`src/rtl/tmr_pkg.sv`:
```
package tmr_pkg;
    localparam int unsigned TMR_DATA_W = 32;
    localparam logic SEL_BASE  = 1'b0;
    localparam logic SEL_COUNT = 1'b1;
endpackage

```
`src/rtl/tmr_wr_decode.sv`:
```
module tmr_wr_decode (
    input  logic wr_en,
    input  logic wr_sel,
    input  logic wr_msb,
    input  logic inhibit_q,
    output logic base_we,
    output logic start,
    output logic stop
);
    always_comb begin
        base_we = wr_en && (wr_sel == tmr_pkg::SEL_BASE);
        // a start or stop happens only when a base write flips the inhibit flag
        start   = base_we && inhibit_q && !wr_msb;
        stop    = base_we && !inhibit_q && wr_msb;
    end
endmodule

```
`src/rtl/tmr_base_reg.sv`:
```
module tmr_base_reg #(
    parameter int unsigned DATA_W = tmr_pkg::TMR_DATA_W
) (
    input  logic              clk,
    input  logic              rst_n,
    input  logic              base_we,
    input  logic [DATA_W-1:0] wr_data,
    output logic [DATA_W-1:0] base_q
);
    localparam logic [DATA_W-1:0] BASE_RST = {1'b1, {(DATA_W-1){1'b0}}};

    logic [DATA_W-1:0] base_d;

    always_comb begin
        base_d = base_q;
        if (base_we) begin
            base_d = wr_data;
        end
    end

    always_ff @(posedge clk or negedge rst_n) begin
        if (!rst_n) begin
            base_q <= BASE_RST;
        end else begin
            base_q <= base_d;
        end
    end
endmodule

```
`src/rtl/tmr_down_counter.sv`:
```
module tmr_down_counter #(
    parameter int unsigned CNT_W = tmr_pkg::TMR_DATA_W - 1
) (
    input  logic             clk,
    input  logic             rst_n,
    input  logic             run,
    input  logic             tick,
    input  logic             start,
    input  logic             stop,
    input  logic [CNT_W-1:0] load_val,
    input  logic [CNT_W-1:0] reload_val,
    output logic [CNT_W-1:0] cnt_q,
    output logic             tog_q,
    output logic             irq_q
);
    typedef struct packed {
        logic             tog;
        logic [CNT_W-1:0] cnt;
        logic             irq;
    } cnt_state_t;

    cnt_state_t st_d, st_q;

    always_comb begin
        st_d     = st_q;
        st_d.irq = 1'b0;
        if (start) begin
            st_d.cnt = load_val;
            st_d.tog = 1'b0;
        end else if (stop) begin
            st_d.cnt = '0;
        end else if (run && tick) begin
            if (st_q.cnt <= CNT_W'(1)) begin
                st_d.cnt = reload_val;
                st_d.tog = ~st_q.tog;
                st_d.irq = 1'b1;
            end else begin
                st_d.cnt = st_q.cnt - CNT_W'(1);
            end
        end
    end

    always_ff @(posedge clk or negedge rst_n) begin
        if (!rst_n) begin
            st_q <= '0;
        end else begin
            st_q <= st_d;
        end
    end

    assign cnt_q = st_q.cnt;
    assign tog_q = st_q.tog;
    assign irq_q = st_q.irq;
endmodule

```
`src/rtl/tmr_channel.sv`:
```
module tmr_channel #(
    parameter int unsigned DATA_W = tmr_pkg::TMR_DATA_W
) (
    input  logic              clk,
    input  logic              rst_n,
    input  logic              wr_en,
    input  logic              wr_sel,
    input  logic [DATA_W-1:0] wr_data,
    input  logic              tick,
    input  logic              rd_sel,
    output logic [DATA_W-1:0] rd_data,
    output logic              irq_pulse
);
    localparam int unsigned CNT_W = DATA_W - 1;

    logic [DATA_W-1:0] base_q;
    logic [DATA_W-1:0] count_word;
    logic [CNT_W-1:0]  cnt_q;
    logic              tog_q;
    logic              base_we, start, stop;

    tmr_wr_decode u_dec (
        .wr_en     (wr_en),
        .wr_sel    (wr_sel),
        .wr_msb    (wr_data[DATA_W-1]),
        .inhibit_q (base_q[DATA_W-1]),
        .base_we   (base_we),
        .start     (start),
        .stop      (stop)
    );

    tmr_base_reg #(.DATA_W(DATA_W)) u_base (
        .clk     (clk),
        .rst_n   (rst_n),
        .base_we (base_we),
        .wr_data (wr_data),
        .base_q  (base_q)
    );

    tmr_down_counter #(.CNT_W(CNT_W)) u_cnt (
        .clk        (clk),
        .rst_n      (rst_n),
        .run        (!base_q[DATA_W-1]),
        .tick       (tick),
        .start      (start),
        .stop       (stop),
        .load_val   (wr_data[CNT_W-1:0]),
        .reload_val (base_q[CNT_W-1:0]),
        .cnt_q      (cnt_q),
        .tog_q      (tog_q),
        .irq_q      (irq_pulse)
    );

    assign count_word = {tog_q, cnt_q};
    assign rd_data    = (rd_sel == tmr_pkg::SEL_COUNT) ? count_word : base_q;
endmodule

```
`config.mk`:
```
export PLATFORM = sky130hd
export DESIGN_NAME = tmr_channel
export DESIGN_NICKNAME = d
export VERILOG_FILES = /design/src/rtl/tmr_pkg.sv /design/src/rtl/tmr_wr_decode.sv /design/src/rtl/tmr_base_reg.sv /design/src/rtl/tmr_down_counter.sv /design/src/rtl/tmr_channel.sv
export SDC_FILE = /design/constraint.sdc
export NUM_CORES = 1
export LEC_CHECK = 0
export BUFFER_PORTS_ARGS = -buffer_cell sky130_fd_sc_hd__buf_2
export CAP_MARGIN = 20
export CELL_PAD_IN_SITES_DETAIL_PLACEMENT = 1
export CELL_PAD_IN_SITES_GLOBAL_PLACEMENT = 2
export CORE_ASPECT_RATIO = 0.5
export CORE_MARGIN = 4
export CORE_UTILIZATION = 41
export DETAILED_ROUTE_END_ITERATION = 8
export GPL_TIMING_DRIVEN = 0
export HOLD_SLACK_MARGIN = 0.02
export PLACE_DENSITY_LB_ADDON = 0.1
export SLEW_MARGIN = 40
export SYNTH_ARGS = -nofsm -noshare
export SYNTH_HDL_FRONTEND = slang
export SYNTH_HIERARCHICAL = 1
export SYNTH_SLANG_ARGS = --single-unit
```
`constraint.sdc`:
```
create_clock -name clk -period 5.2 [get_ports clk]
set_clock_uncertainty 0.2 [all_clocks]
set_input_delay 0.26 -clock clk [delete_from_list [all_inputs] [get_ports clk]]
set_output_delay 0.26 -clock clk [all_outputs]
set_load 0.01 [all_outputs]
```
Word level (Yosys, flattened, before mapping)
Index checks and enable logic that the tools add are counted.
{"block": "classes", "order_cmp": 1, "n_eq_ne": 1, "bitwise": 2, "reduce_logical": 12, "muxes": 10, "n_addsub": 1}
{"cell": "32-bit 2-to-1 mux", "n": 2}
{"cell": "31-bit 2-to-1 mux", "n": 2}
{"cell": "33-bit 2-to-1 mux", "n": 1}
{"cell": "31-bit by 1-bit less-or-equal comparator with 1-bit output, second input constant", "n": 1}
{"cell": "31-bit by 1-bit subtractor with 31-bit output, second input constant", "n": 1}
{"cell": "1-bit logical AND", "n": 6}
{"cell": "1-bit 2-to-1 mux", "n": 5}
{"cell": "2-bit nonzero test", "n": 2}
{"cell": "3-bit AND reduction", "n": 1}
{"cell": "3-bit nonzero test", "n": 1}
{"cell": "1-bit logical NOT", "n": 2}
{"cell": "2-bit inequality test, second input constant", "n": 1}
{"cell": "1-bit inverter", "n": 2}
{"block": "word_totals", "in_bits": 38, "wordCells": 31, "ff_bits": 65}

Logic depth before layout (Yosys ltp)
Gate-level depths: netlist (run 1).
{"block": "logic_depth", "ltp_word": 6, "ltp_mapped": 8}

By module
Netlist (run 1), hierarchy kept.
{"mod": "tmr_down_counter", "cells_per_inst": 259, "seq_area_each_um2": 825.8, "area_each_um2": 2357.3, "instances": 1}
{"mod": "tmr_base_reg", "cells_per_inst": 68, "seq_area_each_um2": 802.0, "area_each_um2": 1346.3, "instances": 1}
{"mod": "tmr_channel", "cells_per_inst": 37, "seq_area_each_um2": 0.0, "area_each_um2": 548.0, "instances": 1}
{"mod": "tmr_wr_decode", "cells_per_inst": 3, "seq_area_each_um2": 0.0, "area_each_um2": 33.8, "instances": 1}

Worst setup path before layout (run 1)
Ideal clock, no wire load.
{"block": "synth_timing", "path_kind": "reg-to-reg", "startpoint": "reg u_cnt.st_q, in the netlist u_cnt/cnt_q[0]", "endpoint": "reg u_cnt.st_q, in the netlist u_cnt/cnt_q[1]", "period_less_slack_ns": 2.268, "setup_ns": 0.126, "arrival_time_ns": 1.941, "slack_ns": 2.932, "path_stages_with_launch": 7, "path_buffers": 0, "t_required_ns": 4.874, "path_cell_list": "dfrtp_1 -> nor4_4 -> nand4_4 -> or3_4 -> a21oi_4 -> nor3_1 -> a311o_1"}
{"block": "synth_via", "elab_chain_len": 5, "elab_cells_between_ends": 6}
{"item": "start: declaration", "line_no": "tmr_down_counter.sv:22", "text": "cnt_state_t st_d, st_q;"}
{"item": "start signal: assignment", "line_no": "tmr_down_counter.sv:47", "text": "st_q <= st_d;"}
{"item": "31-bit by 1-bit subtractor with 31-bit output or 31-bit by 1-bit less-or-equal comparator with 1-bit output (tied branches)", "line_no": "tmr_down_counter.sv:38, tmr_down_counter.sv:33"}
{"item": "31-bit 2-to-1 mux *", "line_no": "tmr_down_counter.sv:33", "text": "if (st_q.cnt <= CNT_W'(1)) begin"}
{"item": "33-bit 2-to-1 mux *", "line_no": "tmr_down_counter.sv:32", "text": "end else if (run && tick) begin"}
{"item": "31-bit 2-to-1 mux *", "line_no": "tmr_down_counter.sv:30", "text": "end else if (stop) begin"}
{"item": "32-bit 2-to-1 mux *", "line_no": "tmr_down_counter.sv:27", "text": "if (start) begin"}
Mark *: on every way between the ends. The rest lies on a longest branch, timed or not. The select of a mux whose other input is x is not followed.
A chain may end at the register's enable or synchronous reset.

Worst setup path after layout (run 1)
{"block": "layout_timing", "startpoint": "reg u_cnt.st_q, in the netlist u_cnt/cnt_q[8]", "endpoint": "reg u_cnt.st_q, in the netlist u_cnt/cnt_q[26]"}
Same word-level chain as after synthesis.

==> results of run 1 <==
==> synth_stat cells, drive strengths merged (3+ instances only) <==
library cell   n  area share, %
a211oi         3           0.53
a22oi         30            5.3
and3           3           0.47
buf           13            4.0
clkbuf        10           0.88
dfrtp         64             37
inv            3           0.26
mux2          64             22
mux2i         14            3.3
nand2          5           0.44
nand3          7           0.93
nand3b         3           0.53
nor2          20            1.8
nor3          20            2.9
nor4           8            2.0
o21ai         43            5.1
o31ai          3           0.53
or3            6           0.99
xnor2          6            1.2
xor2          16            3.3
==> worst max path at each step <==
| stage | slack, ns | to |
|---|---|---|
| 4_1_cts | 2.36 | u_cnt/cnt_q[26]$_DFFE_PN0P_ |
| 3_5_place_dp | 2.45 | u_cnt/cnt_q[26]$_DFFE_PN0P_ |
| 3_3_place_gp | 2.46 | u_cnt/cnt_q[27]$_DFFE_PN0P_ |
| 2_1_floorplan | 2.93 | u_cnt/cnt_q[1]$_DFFE_PN0P_ |
| 5_1_grt | 2.11 | u_cnt/cnt_q[26]$_DFFE_PN0P_ |
| 6_report | 2.34 | u_cnt/cnt_q[26]$_DFFE_PN0P_ |
==> flip-flops by register name (all words and copies together), names as in the netlist <==
name,cells
u_base/base_q,32
u_cnt/tog_q,1
u_cnt/cnt_q,31
u_cnt/irq_q,1
==> metal layers <==
| layer | vias up | track usage (%) | part of all wire [%] |
|---|---|---|---|
| met3 | 6 | 5.17 | 4.5 |
| met4 | 0 | 4.80 | 0.53 |
| li1 | 1606 | - | - |
| met1 | 1801 | 30.3 | 49 |
| met2 | 86 | 35.5 | 46 |
| met5 | - | 0 | 0 |
==> power by group <==
group / internal [W] / switching, W
clock: 0.000383 / 0.000227
combinational: 0.000498 / 0.000507
sequential: 0.000638 / 0.000215
total: 0.00152 / 0.000949
==> cell type report <==
cell class,instances,area (sq um)
Clock inverter,3,40.0
Timing Repair Buffer,103,709
Clock buffer,13,250
Buffer,23,210
Tap cell,140,175
Sequential cell,65,1630
Inverter,3,11.3
Multi-Input combinational cell,276,2440
Fill cell,1133,4750
==> worst max-delay path, stage by stage (launching register included) <==
cell      delay [ns]
dfrtp_1         0.49
nor3_1          0.36
nand3b_1        0.38
nor3_1          0.74
a21boi_0        0.20
nor3_1          0.27
o21ai_1         0.10
==> through the flow <==
stage               worst slack [ns]  cells  instance area [sq um]  power, W
finish                          2.34    626                   5470   0.00247
global route                    2.11    626                   5470   0.00263
CTS                             2.36    626                   5470   0.00248
detailed placement              2.45    577                   4840   0.00183
global placement                2.46    576                   4810   0.00179
floorplan                       2.93    367                   4290   0.00153
==> cell families (layout without fill, tap and decap cells) <==
kind of cell,Yosys count,in the layout,share of synthesized area (%)
and+or+nand+nor,81,81,12.1
AOI/OAI and AO/OA,93,93,14.3
DFF,65,65,38.0
buffers and inverters,26,145,5.17
adders and majority gates,2,2,0.584
xor gates and xnor gates,22,22,4.50
muxes,78,78,25.3
==> layout by cell type (no fill, tap or decap), types with 2 or more instances in the layout <==
| cell | instances |
|---|---|
| buf_2 | 71 |
| dfrtp_1 | 64 |
| mux2_4 | 60 |
| dlygate4sd3_1 | 33 |
| a22oi_1 | 30 |
| o21ai_0 | 29 |
| nor2_1 | 20 |
| nor3_1 | 17 |
| xor2_1 | 16 |
| mux2i_1 | 14 |
| clkbuf_1 | 13 |
| o21ai_1 | 13 |
| clkbuf_16 | 9 |
| buf_12 | 6 |
| nand3_1 | 6 |
| xnor2_1 | 6 |
| or3_1 | 5 |
| nand2_1 | 5 |
| nor4_1 | 5 |
| buf_6 | 4 |
| mux2_2 | 4 |
| inv_1 | 3 |
| nand3b_1 | 3 |
| a211oi_1 | 3 |
| o31ai_1 | 3 |
| clkinv_2 | 2 |
| nor3_4 | 2 |
| nor4_4 | 2 |
| and3_1 | 2 |
| a311o_1 | 2 |
| o221ai_1 | 2 |
| ha_1 | 2 |
| and4bb_2 | 2 |
==> impl_metrics.ini, run 1 <==
[cts]
cts_tree = done
clk_pin_slew_ns = 0.05
cts_made_buffers = 9
h-tree-depth = 3
clockBufferDepth = 2
postCtsSetupBuffers = 0
clk_latency_ns = 0.34
hold_buffers = 33
postCtsResizedCells = 0
cts_root_buf = clkbuf_16
cts_sinks = 65

[synth]
syn_area_per_cell_sq_um = 11.7
syn-instance-count = 367
synth.ff_latch_count = 65
synthFlopType = dfrtp_1
syn_area_sq_um = 4290
ys_types = 54
yosysSeqAreaShare_pct = 38.0
syn-num-nets = 407
ys_warn_count = 6
synth_edf_count = 0
synth-async-reset-ratio_pct = 100

[run_status]
status = finished, final reports clean

[timing]
maxSlewHeadroom_pct = 49.2
fin_hold_ws_ns = 0.150
worst_pin_slew_ns = 0.756
fin_crit_ns = 2.86
fin_crit_sh_pct = 55.1
setup_viol = 0
maxSlewViolCount = 0
hold_violations = 0
rsz0062_at_grt = false
max_freq_ghz = 0.349
tns_ns = 0

[layout]
antenna_cells = 0
fin_nets = 521
final_util_pct = 53.5
area_delta_synth_final_pct = 27.5
layout-drive-gt1-share_pct = 36.2

[placement]
gp_congestion = 0.762
dp_hpwl_um = 8780
portBuffers = 69

[job]
maxCapViolCount = 0

[setup_path]
worst-r2r-cell-count = 6
cp.arrival_ns = 2.88
critPathKind = reg -> reg
reg2reg_to = u_cnt/cnt_q[26]$_DFFE_PN0P_
regToRegStartpoint = u_cnt/cnt_q[8]$_DFFE_PN0P_
startpoint = u_cnt/cnt_q[8]$_DFFE_PN0P_
start_kind = register
path_max_fanout = 8
ff2ff_setup_slack_ns = 2.34
cp.required_ns = 5.21
endpoint_kind = register

[global_route]
grt_pass1_wl_um = 21200
grt_start_max_net_pins = 46
overflow = 0
track_usage_pct = 22.0
grt_pass1_vias = 3775
antenna_found_initial = 0

[route]
vias = 3499
wl_um = 12900
ant_nets = 0
dr.pass1.iters = 4
drt_iter0_drc = 163
vias_per_cell = 5.59
wire_per_inst_um = 20.6
drc = 0

[floorplan]
core_area_sq_um = 10200
num_rows = 26
die_area_sq_um = 12300
die_h_um = 80.3
start_util_pct = 42.0
boundaryPins = 71
dieWidth_um = 153

[hold_path]
hold_class = in -> async

[power]
ir_worst_vdd_mv = 0.177
power_density_nw_per_um2 = 452
leakagePower_nw = 2.58
Power figures use the tool's default switching activity.
==> run 2, diff against run 1 <==
--- a/config.mk
+++ b/config.mk
@@ -5,13 +5,14 @@
 export SDC_FILE = /design/constraint.sdc
 export NUM_CORES = 1
 export LEC_CHECK = 0
+export ABC_AREA = 1
 export BUFFER_PORTS_ARGS = -buffer_cell sky130_fd_sc_hd__buf_2
 export CAP_MARGIN = 20
 export CELL_PAD_IN_SITES_DETAIL_PLACEMENT = 1
 export CELL_PAD_IN_SITES_GLOBAL_PLACEMENT = 2
 export CORE_ASPECT_RATIO = 0.5
 export CORE_MARGIN = 4
-export CORE_UTILIZATION = 41
+export CORE_UTILIZATION = 31
 export DETAILED_ROUTE_END_ITERATION = 8
 export GPL_TIMING_DRIVEN = 0
 export HOLD_SLACK_MARGIN = 0.02
==> constraint.sdc (replaced) <==
create_clock -name clk -period 2.9 [get_ports clk]
set_clock_uncertainty 0.2 [all_clocks]
set_input_delay 0.145 -clock clk [delete_from_list [all_inputs] [get_ports clk]]
set_output_delay 0.145 -clock clk [all_outputs]
set_load 0.01 [all_outputs]
==> run 2 against run 1 <==
Net effect: utilization shrank 13 points; sequential power grew 69%; area after synthesis grew 12%; clock power grew 80%.
==> impl_metrics.ini, run 2 <==
[setup_path]
path_max_fanout = 10
start_kind = input pin
path_delay_family = buffers and inverters
cp.arrival_ns = 2.78
critPathKind = in -> reg
endpoint_kind = register
cp.required_ns = 2.97
startpoint = wr_data[31]
crit_chain = dlygate4sd3_1, buf_2, inv_1, nand2_1, nor2_1, buf_2, nor2_1, nand2_1, clkbuf_1, o21ai_0, inv_1, nand2_1
slowest_delay_ns = 0.52
path_buf_inv = 6
critPathSlowestCell = dlygate4sd3_1
cp_common_cell = nand2_1
regToRegStartpoint = u_base/base_q[31]$_DFFE_PN1P_

[timing]
worst_pin_slew_ns = 0.776
rsz0062_at_grt = false
maxSlewViolCount = 0
max_freq_ghz = 0.369
setup_ws_ns = 0.192
setup_viol = 0
hold_violations = 0
tns_ns = 0
maxSlewHeadroom_pct = 48.3
fin_crit_sh_pct = 93.4
fin_crit_ns = 2.71
fin_hold_ws_ns = 0.0509

[synth]
synthTopCellsByArea = dfrtp_1, nand2_1, inv_1
synth-async-reset-ratio_pct = 100
synth_top_area_cell = dfrtp_1
synth_most_common_cell = nand2_1
synthTopCellsByCount = nand2_1, inv_1, nor2_1, dfrtp_1, nand3_1
synth.ff_latch_count = 65
yosys.area.top_type_share_pct = 33.3
yosysSeqAreaShare_pct = 33.8
syn_area_per_cell_sq_um = 6.30
syn-num-nets = 804
synthFlopType = dfrtp_1
syn-instance-count = 764
syn_area_sq_um = 4820
synth_edf_count = 0
ys_types = 32
ys_warn_count = 6

[cts]
cts_made_buffers = 9
clockBufferDepth = 2
cts_tree = done
clk_pin_slew_ns = 0.06
cts_root_buf = clkbuf_16
h-tree-depth = 3
cts_sinks = 65
postCtsSetupBuffers = 0
clk_latency_ns = 0.34

[route]
dr.pass1.iters = 5
vias = 5058
ant_nets = 0
wl_um = 18500
wire_per_inst_um = 17.1
vias_per_cell = 4.68
drc = 0
drt_iter0_drc = 275

[job]
maxCapViolCount = 0

[global_route]
use_met2_pct = 34.1
busiest_layer = met2
grt_pass1_vias = 5261
grt_start_max_net_pins = 37
grt_use_met1_pct = 31.6
grt_use_met3_pct = 3.28
overflow = 0
grt_pass1_wl_um = 29100
antenna_found_initial = 0
track_usage_pct = 21.6

[layout]
largest_reg_flops = 32
fillers = 1965
fin_nets = 918
layout-drive-gt1-share_pct = 16.3
layout_common_cells = nand2_1, inv_1, buf_2
top_register = u_base/base_q
antenna_cells = 0
area_delta_synth_final_pct = 25.6
layout_commonest_cell = nand2_1

[run_status]
status = finished, final reports clean

[placement]
portBuffers = 69
gp_congestion = 0.871
dpl_worst_slack_ns = 0.184
dp_hpwl_um = 14000

[floorplan]
num_rows = 31
die_area_sq_um = 17700
boundaryPins = 71
start_util_pct = 32.5
dieWidth_um = 184
die_h_um = 96.1
core_area_sq_um = 14800

[power]
ir_worst_vdd_mv = 0.338
netSwitchingFraction_pct = 46.7
internal_power_w = 0.00255
power_density_nw_per_um2 = 790
leakagePower_nw = 3.34
seqPwrFrac_pct = 30.2
p_clk_share_pct = 23.0
combPwrFrac_pct = 46.9
power.switching_w = 0.00223

[hold_path]
hold_class = in -> async
[run 2: cell count changes in the layout (fill, tap and decap cells not counted), moves of 30 or more]
| cell | change |
|---|---|
| mux2_4 | -60 |
| a22oi_1 | -30 |
| nand3_1 | +32 |
| inv_1 | +95 |
| nand2_1 | +354 |
| nor2_1 | +46 |
[run 2: path summary, 6_finish.rpt]
path | slack, ns | depth (start not counted) | endpoint
worst max register to register | 0.22 | 9 | u_cnt/cnt_q[9]$_DFFE_PN0P_
worst max-delay path | 0.19 | 12 | u_cnt/cnt_q[9]$_DFFE_PN0P_
worst min-delay path | 0.05 | 2 | u_base/base_q[2]$_DFFE_PN0P_
worst min register to register | 0.30 | 2 | u_base/base_q[31]$_DFFE_PN1P_
min in group clk | 0.12 | 7 | u_base/base_q[30]$_DFFE_PN0P_
max in group asynchronous | 1.92 | 3 | u_cnt/cnt_q[24]$_DFFE_PN0P_
[run 2: final cells by class]
cell class	count	area (sq um)	share of cell area [%]
clock buffer	12	236	3.91
multi-input combinational	567	2490	41.2
clock inverter	4	45.0	0.744
inverter	104	414	6.84
timing repair buffer	103	702	11.6
buffer	28	284	4.69
sequential	65	1630	26.9
tap	198	248	4.09
[run 2: power groups by stage]
stage	Combinational, W	Sequential, W	Clock (W)
detailed placement	0.00217	0.00146	0
global route	0.00253	0.00149	0.00116
finish	0.00224	0.00144	0.00110
CTS	0.00221	0.00144	0.00112
floorplan	0.00152	0.00134	0
global placement	0.00213	0.00146	0
[run 2: per-layer routing]
layer  vias to the layer above  share of wire (%)  wire length [um]
li1                       2525                  -                 -
met1                      2427                 54              9940
met2                        93                 42              7720
met3                        13                3.7               679
met4                         0               0.76               140
met5                         -                  0                 0
[run 2: cells by family after synthesis]
logic type	after synthesis	share of synthesized area, %
buffers and inverters	132	14.4
AND/OR/NAND/NOR	502	42.7
adder cells (fa/ha/maj)	2	0.520
AO/OA/AOI/OAI	49	6.03
XOR/XNOR	14	2.55
flip-flops	65	33.8
[run 2: through the flow]
step	utilization (%)	cell area, sq um	instances	total power (W)
finish	40.8	6050	1081	0.00478
global route	40.8	6050	1081	0.00518
CTS	40.8	6050	1081	0.00478
detailed placement	36.7	5440	1032	0.00362
global placement	36.5	5410	1031	0.00358
floorplan	-	4820	764	0.00287
[run 2: repair_timing]
action,4_1_cts,5_1_grt
hold buffers,33,0
endpoints found under the setup margin,0,2
resized for setup,0,1
hold endpoints to repair,128,0
